## config.mk

```make
export PLATFORM = sky130hd
export DESIGN_NAME = tstctl
export DESIGN_NICKNAME = d
export VERILOG_FILES = /design/src/rtl/tstctl_pkg.sv /design/src/rtl/tstctl_step.sv /design/src/rtl/tstctl_streg.sv /design/src/rtl/tstctl_decode.sv /design/src/rtl/tstctl_strobe.sv /design/src/rtl/tstctl.sv
export SDC_FILE = /design/constraint.sdc
export NUM_CORES = 1
export LEC_CHECK = 0
export BUFFER_PORTS_ARGS = -buffer_cell sky130_fd_sc_hd__buf_2
export CELL_PAD_IN_SITES_DETAIL_PLACEMENT = 0
export CELL_PAD_IN_SITES_GLOBAL_PLACEMENT = 1
export CORE_ASPECT_RATIO = 0.5
export CORE_MARGIN = 2
export CORE_UTILIZATION = 30
export DETAILED_ROUTE_END_ITERATION = 7
export GPL_TIMING_DRIVEN = 0
export PLACE_DENSITY_LB_ADDON = 0.1
export SYNTH_ARGS = -nofsm -noshare
export SYNTH_HDL_FRONTEND = slang
export SYNTH_SLANG_ARGS = --single-unit
```

## constraint.sdc

```tcl
create_clock -name test_clk -period 3.8 [get_ports test_clk]
set_clock_uncertainty 0.1 [all_clocks]
set_input_delay 1.14 -clock test_clk [delete_from_list [all_inputs] [get_ports test_clk]]
set_output_delay 1.14 -clock test_clk [all_outputs]
set_load 0.01 [all_outputs]
```

## src/rtl/tstctl_pkg.sv

```systemverilog
package tstctl_pkg;

   localparam int ST_W = 4;
   localparam int N_ST = 16;
   localparam int BR_LEN = 7;

   typedef logic [ST_W-1:0] st_t;

   localparam st_t S_RESET  = 4'd0;
   localparam st_t S_IDLE   = 4'd1;
   localparam st_t S_SEL_DR = 4'd2;
   localparam st_t S_SEL_IR = 4'd9;

   localparam st_t OFF_SEL = 4'd0;
   localparam st_t OFF_CAP = 4'd1;
   localparam st_t OFF_SHF = 4'd2;
   localparam st_t OFF_EX1 = 4'd3;
   localparam st_t OFF_PAU = 4'd4;
   localparam st_t OFF_EX2 = 4'd5;
   localparam st_t OFF_UPD = 4'd6;

endpackage

```

## src/rtl/tstctl_step.sv

```systemverilog
module tstctl_step
   import tstctl_pkg::*;
(
   input  st_t  st_i,
   input  logic m_i,
   output st_t  nxt_o
);

   logic is_ir;
   st_t  base;
   st_t  rel;

   always_comb begin
      is_ir = (st_i >= S_SEL_IR);
      base  = is_ir ? S_SEL_IR : S_SEL_DR;
      rel   = st_i - base;
      nxt_o = st_i;
      if (st_i == S_RESET) begin
         nxt_o = m_i ? S_RESET : S_IDLE;
      end else if (st_i == S_IDLE) begin
         nxt_o = m_i ? S_SEL_DR : S_IDLE;
      end else begin
         case (rel)
            OFF_SEL: nxt_o = m_i ? (is_ir ? S_RESET : S_SEL_IR) : base + OFF_CAP;
            OFF_CAP: nxt_o = m_i ? base + OFF_EX1 : base + OFF_SHF;
            OFF_SHF: nxt_o = m_i ? base + OFF_EX1 : base + OFF_SHF;
            OFF_EX1: nxt_o = m_i ? base + OFF_UPD : base + OFF_PAU;
            OFF_PAU: nxt_o = m_i ? base + OFF_EX2 : base + OFF_PAU;
            OFF_EX2: nxt_o = m_i ? base + OFF_UPD : base + OFF_SHF;
            OFF_UPD: nxt_o = m_i ? S_SEL_DR : S_IDLE;
            default: nxt_o = S_RESET;
         endcase
      end
   end

endmodule

```

## src/rtl/tstctl_streg.sv

```systemverilog
module tstctl_streg
   import tstctl_pkg::*;
#(
   parameter int RST_MODE = 0
)(
   input  logic clk,
   input  logic rst_n,
   input  st_t  nxt_i,
   output st_t  st_o
);

   if (!(RST_MODE inside {0, 1})) begin : g_bad_mode
      $error("tstctl_streg: RST_MODE must be 0 or 1");
   end

   if (RST_MODE == 0) begin : g_async
      always_ff @(posedge clk or negedge rst_n) begin
         if (!rst_n) st_o <= S_RESET;
         else        st_o <= nxt_i;
      end
   end else begin : g_sync
      always_ff @(posedge clk) begin
         if (!rst_n) st_o <= S_RESET;
         else        st_o <= nxt_i;
      end
   end

endmodule

```

## src/rtl/tstctl_decode.sv

```systemverilog
module tstctl_decode
   import tstctl_pkg::*;
(
   input  st_t        st_i,
   output logic [1:0] cap_o,
   output logic [1:0] shf_o,
   output logic [1:0] upd_st_o,
   output logic       path_ir_o,
   output logic       in_reset_o
);

   for (genvar b = 0; b < 2; b++) begin : g_branch
      localparam int BASE = 2 + BR_LEN * b;
      assign cap_o[b]    = (st_i == st_t'(BASE + 1));
      assign shf_o[b]    = (st_i == st_t'(BASE + 2));
      assign upd_st_o[b] = (st_i == st_t'(BASE + 6));
   end

   assign path_ir_o  = (st_i >= S_SEL_IR);
   assign in_reset_o = (st_i == S_RESET);

endmodule

```

## src/rtl/tstctl_strobe.sv

```systemverilog
module tstctl_strobe #(
   parameter int UPD_GATE = 1
)(
   input  logic clk,
   input  logic rst_n,
   input  logic upd_st_i,
   output logic upd_o
);

   if (!(UPD_GATE inside {0, 1})) begin : g_bad_gate
      $error("tstctl_strobe: UPD_GATE must be 0 or 1");
   end

   if (UPD_GATE == 1) begin : g_low_phase
      logic fall_q;
      always_ff @(negedge clk or negedge rst_n) begin
         if (!rst_n) fall_q <= 1'b0;
         else        fall_q <= upd_st_i;
      end
      assign upd_o = fall_q & upd_st_i;
   end else begin : g_full_cycle
      logic unused_clk;
      assign unused_clk = clk ^ rst_n;
      assign upd_o      = upd_st_i;
   end

endmodule

```

## src/rtl/tstctl.sv

```systemverilog
module tstctl
   import tstctl_pkg::*;
#(
   parameter int RST_MODE = 0,
   parameter int UPD_GATE = 1
)(
   input  logic                test_clk,
   input  logic                test_rst_n,
   input  logic                mode_sel,
   output logic [ST_W-1:0]     state_code,
   output logic [N_ST-1:0]     state_onehot,
   output logic                in_reset,
   output logic                path_ir,
   output logic                cap_dr,
   output logic                shf_dr,
   output logic                upd_dr,
   output logic                cap_ir,
   output logic                shf_ir,
   output logic                upd_ir
);

   if ((1 << ST_W) < N_ST) begin : g_bad_width
      $error("tstctl: state code too narrow for the state count");
   end

   st_t        st_q;
   st_t        st_nxt;
   logic [1:0] cap_w;
   logic [1:0] shf_w;
   logic [1:0] upd_st_w;
   logic [1:0] upd_w;

   tstctl_step u_step (
      .st_i  (st_q),
      .m_i   (mode_sel),
      .nxt_o (st_nxt)
   );

   tstctl_streg #(.RST_MODE(RST_MODE)) u_streg (
      .clk   (test_clk),
      .rst_n (test_rst_n),
      .nxt_i (st_nxt),
      .st_o  (st_q)
   );

   tstctl_decode u_dec (
      .st_i       (st_q),
      .cap_o      (cap_w),
      .shf_o      (shf_w),
      .upd_st_o   (upd_st_w),
      .path_ir_o  (path_ir),
      .in_reset_o (in_reset)
   );

   for (genvar b = 0; b < 2; b++) begin : g_upd
      tstctl_strobe #(.UPD_GATE(UPD_GATE)) u_strobe (
         .clk      (test_clk),
         .rst_n    (test_rst_n),
         .upd_st_i (upd_st_w[b]),
         .upd_o    (upd_w[b])
      );
   end

   for (genvar i = 0; i < N_ST; i++) begin : g_onehot
      assign state_onehot[i] = (st_q == st_t'(i));
   end

   assign state_code = st_q;
   assign cap_dr     = cap_w[0];
   assign shf_dr     = shf_w[0];
   assign upd_dr     = upd_w[0];
   assign cap_ir     = cap_w[1];
   assign shf_ir     = shf_w[1];
   assign upd_ir     = upd_w[1];

endmodule

```

## After elaboration in Yosys (flattened, before gate mapping)

Index checks and enable logic that the tools add are counted.

- Memory bits (read-only): 0
- Bits in writable memories: 0
- Output and inout bits: 28
- Bits in registers: 6
- Memories kept: 0
- Logic and storage cells: 49
- Bits in latches: 0
- Bits of input ports: 3

- Eq/ne operators: 21
- Div/mod/pow operators: 0
- Shifts and indexed selects: 0
- Add/subtract/negate cells: 7
- $mul: 0
- Mux-type cells: 12
- Order comparisons: 1
- Bitwise logic cells: 2
- Reductions and logical operators: 3

Operators by type and width:

| operator | count |
|---|---|
| 4-bit 2-to-1 mux | 9 |
| 4-bit equality test (second input constant) | 8 |
| 4-bit by 3-bit equality test with 1-bit output (second input constant) | 7 |
| 4-bit case mux with 6 select lines | 1 |
| 4-bit by 2-bit equality test with 1-bit output (second input constant) | 4 |
| 4-bit by 3-bit adder with 4-bit output (second input constant) | 3 |
| 4-bit by 2-bit adder with 4-bit output (second input constant) | 2 |
| 4-bit by 1-bit equality test with 1-bit output (second input constant) | 2 |
| 4-bit zero test | 2 |
| 4-bit by 1-bit adder with 4-bit output (second input constant) | 1 |
| 4-bit greater-or-equal comparator (second input constant) | 1 |
| 4-bit subtractor | 1 |
| 1-bit AND | 2 |
| 2-bit 2-to-1 mux | 1 |
| 2-bit OR reduction | 1 |
| 1-bit 2-to-1 mux | 1 |

## Longest topological paths before layout

- Depth in word-level cells: 8
- Mapped depth: 12
- Mapped depth without buffers: 10

## Hierarchy

A second synthesis with hierarchy kept.

- Cell total of the unflattened synthesis: 91
- Area total of the unflattened synthesis: 893.4 um2

Modules (own cells, without submodules):

| module | instances | cells each | sequential area each (um2) | area each (um2) |
|---|---|---|---|---|
| tstctl_step | 1 | 55 | 0.0 | 424.2 |
| tstctl | 1 | 20 | 0.0 | 226.5 |
| tstctl_streg | 1 | 4 | 100.1 | 100.1 |
| tstctl_decode | 1 | 8 | 0.0 | 80.1 |
| tstctl_strobe | 2 | 2 | 25.0 | 31.3 |

==> flow_summary.yaml <==
outcome:
  status: "finished, violations left"
  violations: "setup timing"
cts:
  cts_buffers: 3
  clkTransAtPathRegs_ns: 0.04
  cts_tree: "done"
  cts_root_buf: "clkbuf_8"
  cts_setup_buffers: 0
  cts_buffer_depth: 2
  post_cts_resized: 3
  insertion_delay_ns: 0.22
  ctsHtreeMaxLevel: 1
  cts.sinks: 6
  cts_hold_buf: 0
timing:
  setup_ws_ns: -0.1757
  worst_pin_slew_ns: 0.4927
  setup_violations: 2
  slew_violations: 0
  final.setup.tns_ns: -0.3431
  slew_headroom: 0.6716
  hold_viol_final: 0
  grt_setup_unrepaired: "yes"
finish:
  multiInputGateArea_um2: 559.3
  fin_nets: 146
  fill_cells: 281
  drive_gt1_frac: 0.3835
  final_cells: 170
  areaGrowthSynthToFinish_pct: 33.12
  n_antenna_cell: 0
  area.sequential_um2: 150.1
  final_area_um2: 1056
global_route:
  grt_overflow_total: 0
  grt.total_usage: 0.1244
  grt_pass1_vias: 636
  grt_max_degree: 11
  grt_antenna_before_repair: 0
  grt_pass1_wl_um: 3008
floorplan:
  die_w_um: 76.72
  core-area_um2: 2554
  rows: 13
  ios: 31
  start_util: 0.3106
  die_h_um: 40.36
  dieArea_um2: 3096
route:
  avgRoutedWirePerCell_um: 10.88
  num_vias: 776
  drc: 0
  ant_nets: 0
  drtIter0Drc: 12
  wl_um: 1849
  vias_per_cell: 4.565
  dr.pass1.iters: 4
yosys:
  synth-async-reset-ratio: 1.000
  synth_seq_area_share: 0.1893
  postSynthCellCount: 99
  syn_nets: 111
  synth_top_flop_cell: "dfrtp_1"
  yosysTopAreaCell: "dfrtp_1"
  yosys.area.top_type_share: 0.1262
  synth_most_common_cell: "nor2_1"
  netlist_top_cells_count: "nor2_1, buf_4, ha_1"
  ys_warn_count: 0
  avgSynthCellArea_um2: 8.013
  syn_area_um2: 793.3
  synthTopCellsByArea: "dfrtp_1, ha_1, nor2_1"
  ys_types: 38
  ys_ff_latch: 6
  synth_edf_count: 0
place:
  place.gp.congestion: 0.7787
  dp.cells: 166
  dp_hpwl_um: 1541
  dp_slack_ns: -0.3520
  place_area_um2: 989.7
  port_buffers: 30
hold_path:
  hold_class: "in -> async"
setup_path:
  critPathKind: "reg -> out"
  slowest_delay_ns: 0.37
  slowest_stage: "dfrtn_1"
  r2r_end: "u_streg.st_o[0]"
  cp.arrival_ns: 2.74
  crit_path_start_kind: "flop"
  crit_required_ns: 2.56
  cp_max_fo: 1
  critical_path.cell_chain: "and2_4 > buf_6"
  r2r_start: "u_streg.st_o[1]"
  critPathCaptureType: "output port"
  path_delay_family: "flip-flops"
  r2r_cells: 10
  crit_buf_inv: 1
  reg2reg_slack_ns: 0.24
power_and_ir_drop:
  cellPowerDensity_nw_per_um2: 240.8
  power_uw: 254.3
  leakage_nw: 0.5338
  peakVddDrop_uv: 105.3
flow_run:
  maxCapViolCount: 0
[final cells by class]
cell class,count,area share
Buffer,12,0.07938
Clock buffer,4,0.04265
Inverter,4,0.01422
Multi-Input combinational cell,77,0.5296
Sequential cell,6,0.1422
Tap cell,37,0.04384
Timing Repair Buffer,30,0.1481
[report_power, final]
group / switching [mW] / internal (mW)
Sequential: 0.00229 / 0.0667
Combinational: 0.0525 / 0.0340
Clock: 0.0268 / 0.0721
[per-stage QoR]
stage | util | hold WS (ns)
6_report | 0.4135 | 0.6338
5_1_grt | 0.4135 | 0.6374
3_5_place_dp | 0.3876 | 0.8358
4_1_cts | 0.4101 | 0.6346
3_3_place_gp | 0.3876 | 0.8253
2_1_floorplan | - | 0.7444
[layout by cell type, fill, tap and decap left out, types with 2 or more instances in the layout]
master    instances
a21oi_1           5
buf_6             2
nand2_1           3
buf_4             8
dfrtp_1           4
nor2_1           18
nor2b_1           3
dfrtn_1           2
mux2i_1           3
clkbuf_8          3
or2_2             2
o21ai_0           4
clkbuf_1          2
a211oi_1          2
xnor2_1           2
nor3_1            5
nand2b_1          2
nor3b_1           2
buf_2            29
o211ai_1          2
inv_1             4
ha_1              8
[worst register-to-register path, stage by stage (launching register included)]
cell      delay (ns)
dfrtp_1         0.42
buf_4           0.20
o31ai_4         0.46
inv_1           0.26
ha_1            0.26
inv_1           0.07
fa_1            0.47
nor3b_1         0.18
or4_4           0.46
or4_1           0.48
o211ai_1        0.11
[routing by layer]
| metal | up-vias | share of wire | global-route usage |
|---|---|---|---|
| li1 | 405 | - | - |
| met1 | 350 | 0.53 | 0.1723 |
| met2 | 21 | 0.41 | 0.1974 |
| met3 | 0 | 0.059 | 0.03153 |
| met4 | 0 | 0 | 0.02727 |
| met5 | - | 0 | 0 |
[registers in the layout, indices dropped and copies added, names as in the netlist]
| signal | cells |
|---|---|
| u_streg.st_o | 4 |
| g_upd.u_strobe.g_low_phase.fall_q | 2 |
[logic make-up after synthesis]
| kind of cell | Yosys count | synth area share |
|---|---|---|
| adder cells (fa/ha/maj) | 9 | 0.1514 |
| buffers and inverters | 16 | 0.1246 |
| AO/OA/AOI/OAI | 18 | 0.1483 |
| AND/OR/NAND/NOR | 44 | 0.3154 |
| multiplexers | 3 | 0.03786 |
| XOR/XNOR | 3 | 0.03313 |
| flip-flops | 6 | 0.1893 |
[worst max path at each step]
stage,startpoint,to,slack [ns],cells after the start
CTS,g_upd[0].u_strobe.g_low_phase.fall_q,upd_dr,-0.20,2
detailed placement,u_streg.st_o[1],u_streg.st_o[0],-0.35,10
finish,g_upd[0].u_strobe.g_low_phase.fall_q,upd_dr,-0.18,2
global route,g_upd[1].u_strobe.g_low_phase.fall_q,upd_ir,-0.21,2
floorplan,u_streg.st_o[1],u_streg.st_o[0],0.07,10
global placement,u_streg.st_o[1],u_streg.st_o[0],-0.34,10
Power figures use the tool's default switching activity.
